## src/rtl/sram_ctl_pkg.sv

```systemverilog
package sram_ctl_pkg;

    typedef enum logic [2:0] {
        ST_IDLE   = 3'd0,
        ST_WSETUP = 3'd1,
        ST_WPULSE = 3'd2,
        ST_WREC   = 3'd3,
        ST_RACC   = 3'd4,
        ST_RTURN  = 3'd5
    } ctl_state_e;

    // Round a time in picoseconds up to whole clock cycles.
    function automatic int ps_to_cyc(input int t_ps, input int clk_ps);
        return (t_ps + clk_ps - 1) / clk_ps;
    endfunction

    function automatic int imax(input int a, input int b);
        return (a > b) ? a : b;
    endfunction

endpackage

```

## src/rtl/sram_ctl_timer.sv

```systemverilog
module sram_ctl_timer #(
    parameter int CNT_W = 4
) (
    input  logic             clk,
    input  logic             rst,
    input  logic             load,
    input  logic [CNT_W-1:0] load_val,
    output logic             zero
);

    logic [CNT_W-1:0] cnt_d, cnt_q;

    always_comb begin
        cnt_d = cnt_q;
        if (load) begin
            cnt_d = load_val;
        end else if (cnt_q != '0) begin
            cnt_d = cnt_q - 1'b1;
        end
    end

    always_ff @(posedge clk) begin
        if (rst) cnt_q <= '0;
        else     cnt_q <= cnt_d;
    end

    assign zero = (cnt_q == '0);

endmodule

```

## src/rtl/sram_ctl_rdcap.sv

```systemverilog
module sram_ctl_rdcap #(
    parameter int DATA_W = 8
) (
    input  logic              clk,
    input  logic              rst,
    input  logic              capture,
    input  logic [DATA_W-1:0] din,
    output logic [DATA_W-1:0] rdata,
    output logic              rvalid
);

    typedef struct packed {
        logic [DATA_W-1:0] data;
        logic              vld;
    } cap_t;

    cap_t cap_d, cap_q;

    always_comb begin
        cap_d     = cap_q;
        cap_d.vld = capture;
        if (capture) cap_d.data = din;
    end

    always_ff @(posedge clk) begin
        if (rst) cap_q <= '0;
        else     cap_q <= cap_d;
    end

    assign rdata  = cap_q.data;
    assign rvalid = cap_q.vld;


    rvalid_pulse_chk: assert property (@(posedge clk) disable iff (rst)
        rvalid |=> !rvalid);

endmodule

```

## src/rtl/sram_ctl.sv

```systemverilog
module sram_ctl
    import sram_ctl_pkg::*;
#(
    parameter int ADDR_W    = 17,
    parameter int DATA_W    = 8,
    parameter int CLK_PS    = 4000,
    parameter int T_RC_PS   = 55000,
    parameter int T_AA_PS   = 55000,
    parameter int T_ACS_PS  = 55000,
    parameter int T_OE_PS   = 25000,
    parameter int T_WC_PS   = 55000,
    parameter int T_WP_PS   = 40000,
    parameter int T_AW_PS   = 45000,
    parameter int T_CW_PS   = 45000,
    parameter int T_DW_PS   = 25000,
    parameter int T_HZ_PS   = 20000
) (
    input  logic              clk,
    input  logic              rst,
    input  logic              req,
    output logic              ready,
    input  logic              wr,
    input  logic [ADDR_W-1:0] addr,
    input  logic [DATA_W-1:0] wdata,
    output logic [DATA_W-1:0] rdata,
    output logic              rvalid,
    output logic              mem_cs_n,
    output logic              mem_cs,
    output logic              mem_we_n,
    output logic              mem_oe_n,
    output logic [ADDR_W-1:0] mem_addr,
    output logic [DATA_W-1:0] mem_dq_o,
    output logic              mem_dq_oe,
    input  logic [DATA_W-1:0] mem_dq_i
);

    // Phase lengths in cycles, each rounded up from the timing parameters.
    localparam int HZ_C    = ps_to_cyc(T_HZ_PS, CLK_PS);
    localparam int SETUP_C = imax(1, HZ_C);
    localparam int PULSE_C = imax(1, imax(imax(ps_to_cyc(T_WP_PS, CLK_PS), ps_to_cyc(T_DW_PS, CLK_PS)),
                                          imax(ps_to_cyc(T_AW_PS, CLK_PS), ps_to_cyc(T_CW_PS, CLK_PS)) - SETUP_C));
    localparam int WREC_C  = imax(1, ps_to_cyc(T_WC_PS, CLK_PS) - SETUP_C - PULSE_C);
    localparam int ACC_C   = imax(1, imax(imax(ps_to_cyc(T_AA_PS, CLK_PS), ps_to_cyc(T_ACS_PS, CLK_PS)),
                                          ps_to_cyc(T_OE_PS, CLK_PS)));
    localparam int RTURN_C = imax(1, imax(HZ_C, ps_to_cyc(T_RC_PS, CLK_PS) - ACC_C));
    localparam int MAX_C   = imax(imax(SETUP_C, PULSE_C), imax(imax(WREC_C, ACC_C), RTURN_C));
    localparam int CNT_W   = $clog2(MAX_C + 1);

    typedef struct packed {
        ctl_state_e        st;
        logic [ADDR_W-1:0] adr;
        logic [DATA_W-1:0] wdat;
        logic              cs_n;
        logic              cs;
        logic              we_n;
        logic              oe_n;
        logic              dq_oe;
    } ctl_t;

    localparam ctl_t CTL_RST = '{
        st: ST_IDLE, adr: '0, wdat: '0,
        cs_n: 1'b1, cs: 1'b0, we_n: 1'b1, oe_n: 1'b1, dq_oe: 1'b0
    };

    ctl_t             ctl_d, ctl_q;
    logic             tmr_load;
    logic [CNT_W-1:0] tmr_val;
    logic             tmr_zero;
    logic             rd_capture;

    sram_ctl_timer #(.CNT_W(CNT_W)) u_timer (
        .clk      (clk),
        .rst      (rst),
        .load     (tmr_load),
        .load_val (tmr_val),
        .zero     (tmr_zero)
    );

    sram_ctl_rdcap #(.DATA_W(DATA_W)) u_rdcap (
        .clk     (clk),
        .rst     (rst),
        .capture (rd_capture),
        .din     (mem_dq_i),
        .rdata   (rdata),
        .rvalid  (rvalid)
    );

    always_comb begin
        ctl_d      = ctl_q;
        tmr_load   = 1'b0;
        tmr_val    = '0;
        rd_capture = 1'b0;
        unique case (ctl_q.st)
            ST_IDLE: begin
                if (req) begin
                    ctl_d.adr  = addr;
                    ctl_d.wdat = wdata;
                    ctl_d.cs_n = 1'b0;
                    ctl_d.cs   = 1'b1;
                    tmr_load   = 1'b1;
                    if (wr) begin
                        ctl_d.st = ST_WSETUP;
                        tmr_val  = CNT_W'(SETUP_C - 1);
                    end else begin
                        ctl_d.st   = ST_RACC;
                        ctl_d.oe_n = 1'b0;
                        tmr_val    = CNT_W'(ACC_C - 1);
                    end
                end
            end
            ST_WSETUP: begin
                if (tmr_zero) begin
                    ctl_d.st    = ST_WPULSE;
                    ctl_d.we_n  = 1'b0;
                    ctl_d.dq_oe = 1'b1;
                    tmr_load    = 1'b1;
                    tmr_val     = CNT_W'(PULSE_C - 1);
                end
            end
            ST_WPULSE: begin
                if (tmr_zero) begin
                    ctl_d.st    = ST_WREC;
                    ctl_d.we_n  = 1'b1;
                    ctl_d.dq_oe = 1'b0;
                    ctl_d.cs_n  = 1'b1;
                    ctl_d.cs    = 1'b0;
                    tmr_load    = 1'b1;
                    tmr_val     = CNT_W'(WREC_C - 1);
                end
            end
            ST_RACC: begin
                if (tmr_zero) begin
                    rd_capture = 1'b1;
                    ctl_d.st   = ST_RTURN;
                    ctl_d.oe_n = 1'b1;
                    ctl_d.cs_n = 1'b1;
                    ctl_d.cs   = 1'b0;
                    tmr_load   = 1'b1;
                    tmr_val    = CNT_W'(RTURN_C - 1);
                end
            end
            ST_WREC, ST_RTURN: begin
                if (tmr_zero) ctl_d.st = ST_IDLE;
            end
            default: ctl_d = CTL_RST;
        endcase
    end

    always_ff @(posedge clk) begin
        if (rst) ctl_q <= CTL_RST;
        else     ctl_q <= ctl_d;
    end

    assign ready     = (ctl_q.st == ST_IDLE);
    assign mem_cs_n  = ctl_q.cs_n;
    assign mem_cs    = ctl_q.cs;
    assign mem_we_n  = ctl_q.we_n;
    assign mem_oe_n  = ctl_q.oe_n;
    assign mem_addr  = ctl_q.adr;
    assign mem_dq_o  = ctl_q.wdat;
    assign mem_dq_oe = ctl_q.dq_oe;


    sel_pair_chk: assert property (@(posedge clk) disable iff (rst)
        mem_cs_n == !mem_cs);


    idle_desel_chk: assert property (@(posedge clk) disable iff (rst)
        ready |-> (mem_cs_n && mem_we_n && mem_oe_n && !mem_dq_oe));


    we_window_chk: assert property (@(posedge clk) disable iff (rst)
        !mem_we_n |-> (!mem_cs_n && mem_oe_n));


    drv_follows_we_chk: assert property (@(posedge clk) disable iff (rst)
        mem_dq_oe == !mem_we_n);


    addr_hold_chk: assert property (@(posedge clk) disable iff (rst)
        (!mem_cs_n && $past(!mem_cs_n)) |-> $stable(mem_addr));


    wdata_hold_chk: assert property (@(posedge clk) disable iff (rst)
        (mem_dq_oe && $past(mem_dq_oe)) |-> $stable(mem_dq_o));


    rd_oe_chk: assert property (@(posedge clk) disable iff (rst)
        !mem_oe_n |-> (mem_we_n && !mem_cs_n));


    rvalid_desel_chk: assert property (@(posedge clk) disable iff (rst)
        rvalid |-> (mem_cs_n && mem_oe_n && $past(!mem_oe_n)));


    drv_turn_chk: assert property (@(posedge clk) disable iff (rst)
        $rose(mem_dq_oe) |-> (mem_oe_n && $past(mem_oe_n)));

endmodule

```

## config.mk

```make
export PLATFORM = sky130hd
export DESIGN_NAME = sram_ctl
export DESIGN_NICKNAME = d
export VERILOG_FILES = /design/src/rtl/sram_ctl_pkg.sv /design/src/rtl/sram_ctl_timer.sv /design/src/rtl/sram_ctl_rdcap.sv /design/src/rtl/sram_ctl.sv
export SDC_FILE = /design/constraint.sdc
export NUM_CORES = 1
export LEC_CHECK = 0
export BUFFER_PORTS_ARGS = -buffer_cell sky130_fd_sc_hd__buf_2
export CAP_MARGIN = 20
export CORE_AREA = 8 8 75 77
export DETAILED_ROUTE_END_ITERATION = 7
export DIE_AREA = 0 0 83 85
export PLACE_DENSITY = 0.85
export SYNTH_ARGS = -nofsm -noshare
export SYNTH_HDL_FRONTEND = slang
export SYNTH_SLANG_ARGS = --single-unit
```

## constraint.sdc

```tcl
create_clock -name clk -period 2.2 [get_ports clk]
set_input_delay 0.44 -clock clk [delete_from_list [all_inputs] [get_ports clk]]
set_output_delay 0.44 -clock clk [all_outputs]
set_load 0.1 [all_outputs]
```

---- Word level (Yosys, flattened, before mapping) ----
Cells that the tools add are included.
word-level totals
  register bits ........................... 46
  input port bits ......................... 37
  output and inout port bits .............. 40
  logic and storage cells ................. 70
cells by class
  $add $sub $neg .......................... 1
  equal/unequal tests ..................... 11
  muxes and demuxes ....................... 28
  bitwise logic cells ..................... 4
  reduce and logical (&&, ||, !) cells .... 15
operators with widths
  operator             number
  $pmux 25 s2          1
  $mux 30              1
  $mux 4               5
  $mux 3               6
  $pmux 3 s5           1
  $ne 2x2->1 const B   6
  $pmux 4 s3           1
  $pmux 1 s3           3
  $pmux 2 s4           1
  $reduce_and 4->1     2
  $reduce_or 4->1      2
  $mux 1               7
  $eq 3x2->1 const B   2
  $eq 3x3->1 const B   2
  $reduce_or 3->1      2
  $reduce_and 5->1     1
  $reduce_or 5->1      1
  $logic_not 4->1      1
  $not 1->1            4
  $reduce_bool 4->1    1
  $sub 4x1->4 const B  1
  $eq 3x1->1 const B   1
  $logic_not 3->1      1
  $reduce_and 3->1     1
  other kinds (5)      5

---- Longest topological paths before layout ----
Gate-level depths: netlist (run 1).
  depth after elaboration ................. 4
  mapped depth ............................ 7
  gate-level depth less buffers ........... 6

---- Hierarchy ----
A second synthesis (run 1) with hierarchy kept.
second synthesis, totals
  cells, all modules ...................... 255
  area, all modules ....................... 2,230.9 µm²
by module, submodules not included
  module          instances  cells an instance  area an instance (µm²)  sequential area each (µm²)
  sram_ctl        1          203                1,689.1                 660.6
  sram_ctl_rdcap  1          28                 312.8                   180.2
  sram_ctl_timer  1          24                 229.0                   80.1

---- Least setup slack after synthesis (run 1) ----
No wires, ideal clock.
  path kind ............................... register to register
  start point ............................. register ctl_q[30] in the netlist's numbering
  end point ............................... register u_timer.cnt_q[2]
  setup time .............................. 0.128 ns
  data arrival time ....................... 3.097 ns
  required time ........................... 2.072 ns
  slack ................................... -1.026 ns
  stages on the path, launching flop included .. 6
  path buffers ............................ 1
  period minus slack after synthesis ...... 3.226 ns
  cells stage by stage .................... dfxtp_1 -> buf_4 -> nor3_1 -> nand2b_1 -> a31oi_1 -> a2111oi_2
between the ends
  elaborated cells between the ends (all ways) .. 9
  those cells by class .................... 3 x eq/ne; 3 x mux; 3 x reduce/logical
RTL lines
  item                                                RTL line              RTL
  from (decl)                                         sram_ctl.sv:65        ctl_t ctl_d, ctl_q;
  from (signal assigned)                              sram_ctl.sv:151       else ctl_q <= ctl_d;
  $logic_not 3->1 (*)                                 -
  net ready                                           sram_ctl.sv:21        output logic ready,
  $pmux 4 s3 / $pmux 1 s2 (equally long branches)     sram_ctl.sv:93        unique case (ctl_q.st)
  $mux 4 / $reduce_bool 2->1 (equally long branches)  -
  to (signal assigned)                                sram_ctl_timer.sv:24  else cnt_q <= cnt_d;
  to (decl)                                           sram_ctl_timer.sv:11  logic [CNT_W-1:0] cnt_d, cnt_q;
The timed path passes the listed nets; every way through them passes the cells marked *.
A chain may end at the register's enable or synchronous reset.

---- Worst setup path in the final report (run 1) ----
  start point ............................. register ctl_q[31] in the netlist's numbering
  end point ............................... register ctl_q (netlist bit mem_addr[2])
between the ends
  word-level cells in the longest chain between the ends .. 4
  elaborated cells between the ends (all ways) .. 11
  those cells by class .................... 6 x eq/ne; 1 x mux; 1 x bitwise; 3 x reduce/logical
RTL lines
  item                                RTL line
  $eq 3x2->1 (tied with other cells)  sram_ctl.sv:93
  $reduce_or 5->1 (no source line)    -
  $not 1->1 (no source line)          -
  $reduce_and 2->1 (no source line)   -
Several ways; a longest one is shown, not always the timed one.

==> results.py, run 1 <==
metrics = {
    "floorplanning": {
        "fp.dieH_um": 85,
        "io_pins": 77,
        "dieArea_mm2": 0.007055,
        "die_w_um": 83,
        "start_util": 0.4612,
        "rows": 25,
        "core_area_mm2": 0.004536,
    },
    "sta": {
        "hold_violations": 0,
        "tns_ns": 0,
        "setup_violations": 0,
        "drv_slew": 0,
        "post-route-period-util": 0.8826,
        "worst_slew_pin_slew_ns": 1.106,
        "rsz0062_at_grt": "false",
        "fin_worst_skew_ns": 0.003263,
        "min_period_ns": 1.942,
        "fmax_ghz": 0.5150,
        "max_slew_margin": 0.2624,
    },
    "synthesis": {
        "ys_seq_area_frac": 0.4402,
        "netlist_area_mm2": 0.002092,
        "syn_nets": 263,
        "ys_ff_latch": 46,
        "netlist_instances": 224,
        "avgSynthCellArea_um2": 9.339,
        "synth_warnings": 0,
        "synth.distinct_cells": 39,
    },
    "route": {
        "post_drt_wl_per_cell_um": 14.66,
        "drtIter0Drc": 111,
        "ant_nets": 0,
        "drt_wl_total_um": 4810,
        "drc": 0,
        "dr.pass1.iters": 4,
        "post_drt_via_cell_ratio": 5.247,
        "via_count": 1721,
    },
    "worst_setup_path": {
        "crit_path_max_incr_delay_ns": 0.81,
        "cp.required_ns": 2.43,
        "slowest_stage": "a21oi_2",
        "start_kind": "register",
        "cp-end-kind": "register",
        "arrival_ns": 2.17,
        "critPathKind": "reg -> reg",
        "cp_cell_sequence": "nor4b_4, a21oi_2, a22oi_1, nor2_1",
        "crit_fanout": 25,
    },
    "cts": {
        "cts_buffer_depth": 2,
        "numCtsBuffers": 5,
        "cts_setup_buffers": 0,
        "hold_buffers": 0,
        "root_buffer": "clkbuf_8",
        "clk_pin_slew_worst_paths_ns": 0.09,
        "cts_tree": "built",
        "htree_levels": 2,
        "post_cts_resized": 0,
        "clock_sinks": 46,
        "clkLatencyLatePin_ns": 0.29,
    },
    "layout": {
        "fin_nets": 312,
        "regArea_um2": 920.9,
        "layout_commonest_cell": "buf_2",
        "area_growth_pct": 16.15,
        "mostFrequentLayoutCells": "buf_2 (76), dfxtp_1 (46), nor2_1 (43)",
        "multi_input_area_um2": 894.6,
        "fillers": 428,
        "antenna_cells": 0,
        "layout-drive-gt1-share": 0.3613,
    },
    "global_route": {
        "grt_pass1_wl_um": 7983,
        "antenna_found_initial": 0,
        "grt_pass1_vias": 1713,
        "grt_max_degree": 36,
        "grt_use_total": 0.1331,
        "grt_remaining_overflow": 0,
    },
    "pwr": {
        "max-vdd-ir-drop_uv": 765.4,
        "power.density_mw_per_mm2": 1583,
        "p_switching_uw": 2014,
        "p_int_uw": 1833,
        "finalPower_uw": 3848,
        "swShare": 0.5235,
        "power.leakage_uw": 0.001169,
        "seq_power_share": 0.299,
        "pwr-share-clk": 0.141,
        "comb_power_share": 0.561,
    },
    "hold_path": {
        "min_path_type": "in -> reg",
    },
    "placement": {
        "hpwlAfterDp_um": 3487,
        "gp_congestion": 0.8135,
        "port_buffers": 76,
    },
    "job": {
        "cap_violations": 0,
    },
    "outcome": {
        "status": "finished, final reports clean",
    },
}
==> cells by family (layout without fill, tap and decap cells) <==
group	count (synthesis)	in the layout	synth area share
AOI/OAI and AO/OA	51	51	0.1902
and+or+nand+nor	67	67	0.1651
buffers and inverters	46	96	0.1376
adders and majority gates	2	2	0.01196
DFF	46	46	0.4402
xor gates and xnor gates	4	4	0.01675
muxes	8	8	0.03828
==> per-stage QoR <==
stage | std cells | worst slack (ns) | area [um^2] | utilization | hold WS (ns)
after floorplan | 224 | 0.3338 | 2103 | - | 0.4667
after global placement | 320 | 0.3116 | 2335 | 0.5148 | 0.4422
after detailed placement | 320 | 0.2866 | 2335 | 0.5148 | 0.4405
after CTS | 328 | 0.2214 | 2430 | 0.5357 | 0.3657
after global routing | 328 | 0.1052 | 2430 | 0.5357 | 0.3782
final | 328 | 0.2582 | 2430 | 0.5357 | 0.3752
==> flip-flops by register name, summed over array words and instances (netlist names) <==
name / count
mem_oe_n: 1
ctl_q: 3
mem_dq_oe: 1
mem_cs_n: 1
mem_addr: 17
u_rdcap.rdata: 8
u_rdcap.rvalid: 1
mem_we_n: 1
u_timer.cnt_q: 4
mem_cs: 1
mem_dq_o: 8
==> power by group through the flow <==
stage | Combinational [uW] | Clock, uW | Sequential [uW]
4_1_cts | 2170 | 562 | 1150
6_report | 2160 | 541 | 1150
3_3_place_gp | 2130 | 0 | 1160
2_1_floorplan | 1570 | 0 | 1510
3_5_place_dp | 2170 | 0 | 1160
5_1_grt | 2290 | 603 | 1180
==> worst max-delay path, delay by kind of cell, from the launching register on <==
kind / cells / cell delay [ns]
compound gates: 2 / 0.98
flops: 1 / 0.65
simple gates: 2 / 0.25
==> metal layers <==
metal,GRT usage,part of all wire,vias to the layer above
met4,0.05751,0.015,0
li1,-,-,849
met5,0,0,-
met1,0.1525,0.44,820
met2,0.2235,0.49,45
met3,0.04023,0.054,7
==> cell type report <==
type,instances,area share
sequential,46,0.3790
multi-input combinational,132,0.3682
timing repair buffer,83,0.1782
clock buffer,7,0.03553
tap,54,0.02781
inverter,5,0.007724
clock inverter,1,0.003605
==> synth_stat cells <==
master | count | area share
nor4b_4 | 2 | 0.023
a2111oi_2 | 2 | 0.014
a21oi_2 | 1 | 0.0042
nand3_1 | 1 | 0.0024
o21a_1 | 1 | 0.0036
a31oi_1 | 2 | 0.0060
o21ai_1 | 3 | 0.0072
o41ai_1 | 1 | 0.0042
inv_2 | 1 | 0.0018
a22oi_2 | 1 | 0.0060
mux2i_1 | 8 | 0.038
inv_1 | 4 | 0.0072
nand2_1 | 4 | 0.0072
nand3b_1 | 1 | 0.0036
nand4_1 | 2 | 0.0060
buf_4 | 29 | 0.10
o22ai_1 | 3 | 0.0090
nand4bb_1 | 1 | 0.0054
xor2_1 | 3 | 0.013
nand2b_1 | 4 | 0.012
dfxtp_1 | 46 | 0.44
o21ai_0 | 1 | 0.0024
nor3_1 | 3 | 0.0072
o22a_1 | 2 | 0.0084
a2111oi_4 | 1 | 0.013
a21o_1 | 1 | 0.0036
clkbuf_1 | 7 | 0.013
a2bb2oi_1 | 1 | 0.0042
xnor2_1 | 1 | 0.0042
ha_1 | 2 | 0.012
or3b_1 | 1 | 0.0042
a21oi_1 | 6 | 0.014
nor3b_1 | 2 | 0.0072
buf_2 | 5 | 0.012
nor2b_1 | 1 | 0.0030
a22oi_1 | 25 | 0.090
or2_1 | 1 | 0.0030
nor2_1 | 43 | 0.077
nand4b_1 | 1 | 0.0042
==> final timing paths <==
check	startpoint	to	slack (ns)	cells past startpoint
min	mem_dq_i[7]	u_rdcap.rdata[7]	0.38	3
min reg2reg	mem_oe_n	mem_oe_n	0.45	2
max reg2reg	ctl_q[31]	mem_addr[2]	0.26	4
max	ctl_q[31]	mem_addr[2]	0.26	4
Power figures use the tool's default switching activity.
==> run 2, diff against run 1 <==
BUFFER_PORTS_ARGS = -buffer_cell sky130_fd_sc_hd__buf_4   (was -buffer_cell sky130_fd_sc_hd__buf_2)
GPL_ROUTABILITY_DRIVEN = 0   (was unset)
MAX_ROUTING_LAYER = met4   (was unset)
==> run 2 against run 1 <==
Effect of this change: utilization increased by 4.2 points; global-route usage increased by 0.51 points; die area unchanged; cell area increased by 7.8%; largest cell class unchanged; sequential share of layout area decreased by 2.8 points; critical endpoint is now mem_addr[6]; first-iteration DRC count increased by 20%; critical path depth unchanged; via count decreased by 0.87%; combinational power increased by 5%; non-clock buffer count unchanged; worst setup slack improved by 0.065 ns.
==> results.py, run 2 (synthesis results as in run 1) <==
metrics = {
    "outcome": {
        "status": "finished, final reports clean",
    },
    "hold_path": {
        "hold_path_startpoint": "mem_dq_i[5]",
        "min_path_type": "in -> reg",
        "min_path_cells": 3,
        "hold_path_end": "u_rdcap.rdata[5]",
    },
    "sta": {
        "rsz0062_at_grt": "false",
        "worst_slew_pin_slew_ns": 1.064,
        "fin_worst_skew_ns": 0.003258,
        "worst_slack_ns": 0.3228,
        "tns_ns": 0,
        "post-route-period-util": 0.8533,
        "max_slew_margin": 0.2905,
        "drv_slew": 0,
        "fmax_ghz": 0.5327,
        "min_period_ns": 1.877,
        "hold_violations": 0,
        "setup_violations": 0,
    },
    "global_route": {
        "gr-max-usage-layer": "met2",
        "grt_pass1_wl_um": 8052,
        "grt_use_total": 0.1382,
        "met1_usage": 0.1592,
        "grt_remaining_overflow": 0,
        "use_met3": 0.03736,
        "antenna_found_initial": 0,
        "grt_pass1_vias": 1692,
        "grt_max_degree": 46,
        "grt_use_met2": 0.2263,
    },
    "placement": {
        "port_buffers": 76,
        "hpwlAfterDp_um": 3610,
        "dp_slack_ns": 0.3143,
    },
    "floorplanning": {
        "core_area_mm2": 0.004536,
        "start_util": 0.4612,
        "rows": 25,
        "dieArea_mm2": 0.007055,
        "die_w_um": 83,
        "fp.dieH_um": 85,
        "io_pins": 77,
    },
    "cts": {
        "clock_sinks": 46,
        "cts_tree": "built",
        "root_buffer": "clkbuf_8",
        "numCtsBuffers": 5,
        "cts_setup_buffers": 0,
        "clkLatencyLatePin_ns": 0.29,
        "post_cts_resized": 0,
        "clk_pin_slew_worst_paths_ns": 0.08,
        "cts_buffer_depth": 2,
        "hold_buffers": 0,
        "htree_levels": 2,
    },
    "layout": {
        "layout_commonest_cell": "buf_4",
        "mostFrequentLayoutCells": "buf_4 (83), dfxtp_1 (46), nor2_1 (43)",
        "multi_input_area_um2": 894.6,
        "fin_nets": 312,
        "area_growth_pct": 25.24,
        "layout-drive-gt1-share": 0.3613,
        "fillers": 421,
        "antenna_cells": 0,
        "largest_reg_flops": 17,
        "regArea_um2": 920.9,
    },
    "pwr": {
        "power.density_mw_per_mm2": 1502,
        "power.leakage_uw": 0.001208,
        "max-vdd-ir-drop_uv": 722.9,
    },
    "route": {
        "post_drt_via_cell_ratio": 5.201,
        "post_drt_wl_per_cell_um": 14.91,
        "drt_wl_total_um": 4889,
        "drtIter0Drc": 133,
        "drc": 0,
        "via_count": 1706,
        "ant_nets": 0,
        "dr.pass1.iters": 4,
    },
    "worst_setup_path": {
        "cp.required_ns": 2.42,
        "timing.rr.start": "ctl_q[32]",
        "arrival_ns": 2.10,
        "r2r_setup_slack_ns": 0.32,
        "crit_fanout": 25,
        "cp-end-kind": "register",
        "start_kind": "register",
        "critPathKind": "reg -> reg",
        "startpoint": "ctl_q[32]",
        "rr_endpoint": "mem_addr[6]",
        "reg2reg_depth": 4,
    },
    "job": {
        "cap_violations": 0,
    },
}
run 2: layer usage:
metal	vias to the layer above	wire length [um]
met5	-	0
met4	0	57
met3	4	241
met2	53	2435
met1	799	2154
li1	850	-
run 2: where the power goes:
group          switching (uW)  total (uW)  internal, uW
sequential                133        1140          1010
clock                     273         533           260
combinational            1600        2260           664
total                    2000        3940          1930
run 2: worst max-delay path by stage:
stage | endpoint | slack, ns | depth (start not counted)
5_1_grt | mem_addr[14] | 0.15 | 4
2_1_floorplan | u_timer.cnt_q[2] | 0.33 | 5
6_report | mem_addr[6] | 0.32 | 4
3_3_place_gp | mem_addr[10] | 0.37 | 5
4_1_cts | mem_addr[9] | 0.31 | 4
3_5_place_dp | mem_addr[9] | 0.31 | 5
run 2: layout make-up:
cell class              instances  area share
clock buffers                   7     0.03295
clock inverters                 1    0.003343
inverters                       5    0.007163
multi-input cells             132      0.3415
flip-flops and latches         46      0.3515
well taps                      54     0.02579
repair buffers                 83      0.2378
run 2: worst max-delay path, cell delays in order, from the launching register on:
cell     delay (ns)
dfxtp_1        0.42
buf_4          0.23
a21oi_2        0.84
a22oi_1        0.16
nor2_1         0.15
run 2: per-stage QoR:
step / hold WS (ns) / std cells / cell area [um^2] / util / power, uW
2_1_floorplan: 0.4667 / 224 / 2103 / - / 3084
6_report: 0.3787 / 328 / 2620 / 0.5777 / 3935
4_1_cts: 0.3664 / 328 / 2620 / 0.5777 / 3972
5_1_grt: 0.3812 / 328 / 2620 / 0.5777 / 4159
3_3_place_gp: 0.4418 / 320 / 2525 / 0.5567 / 3393
3_5_place_dp: 0.4507 / 320 / 2525 / 0.5567 / 3428
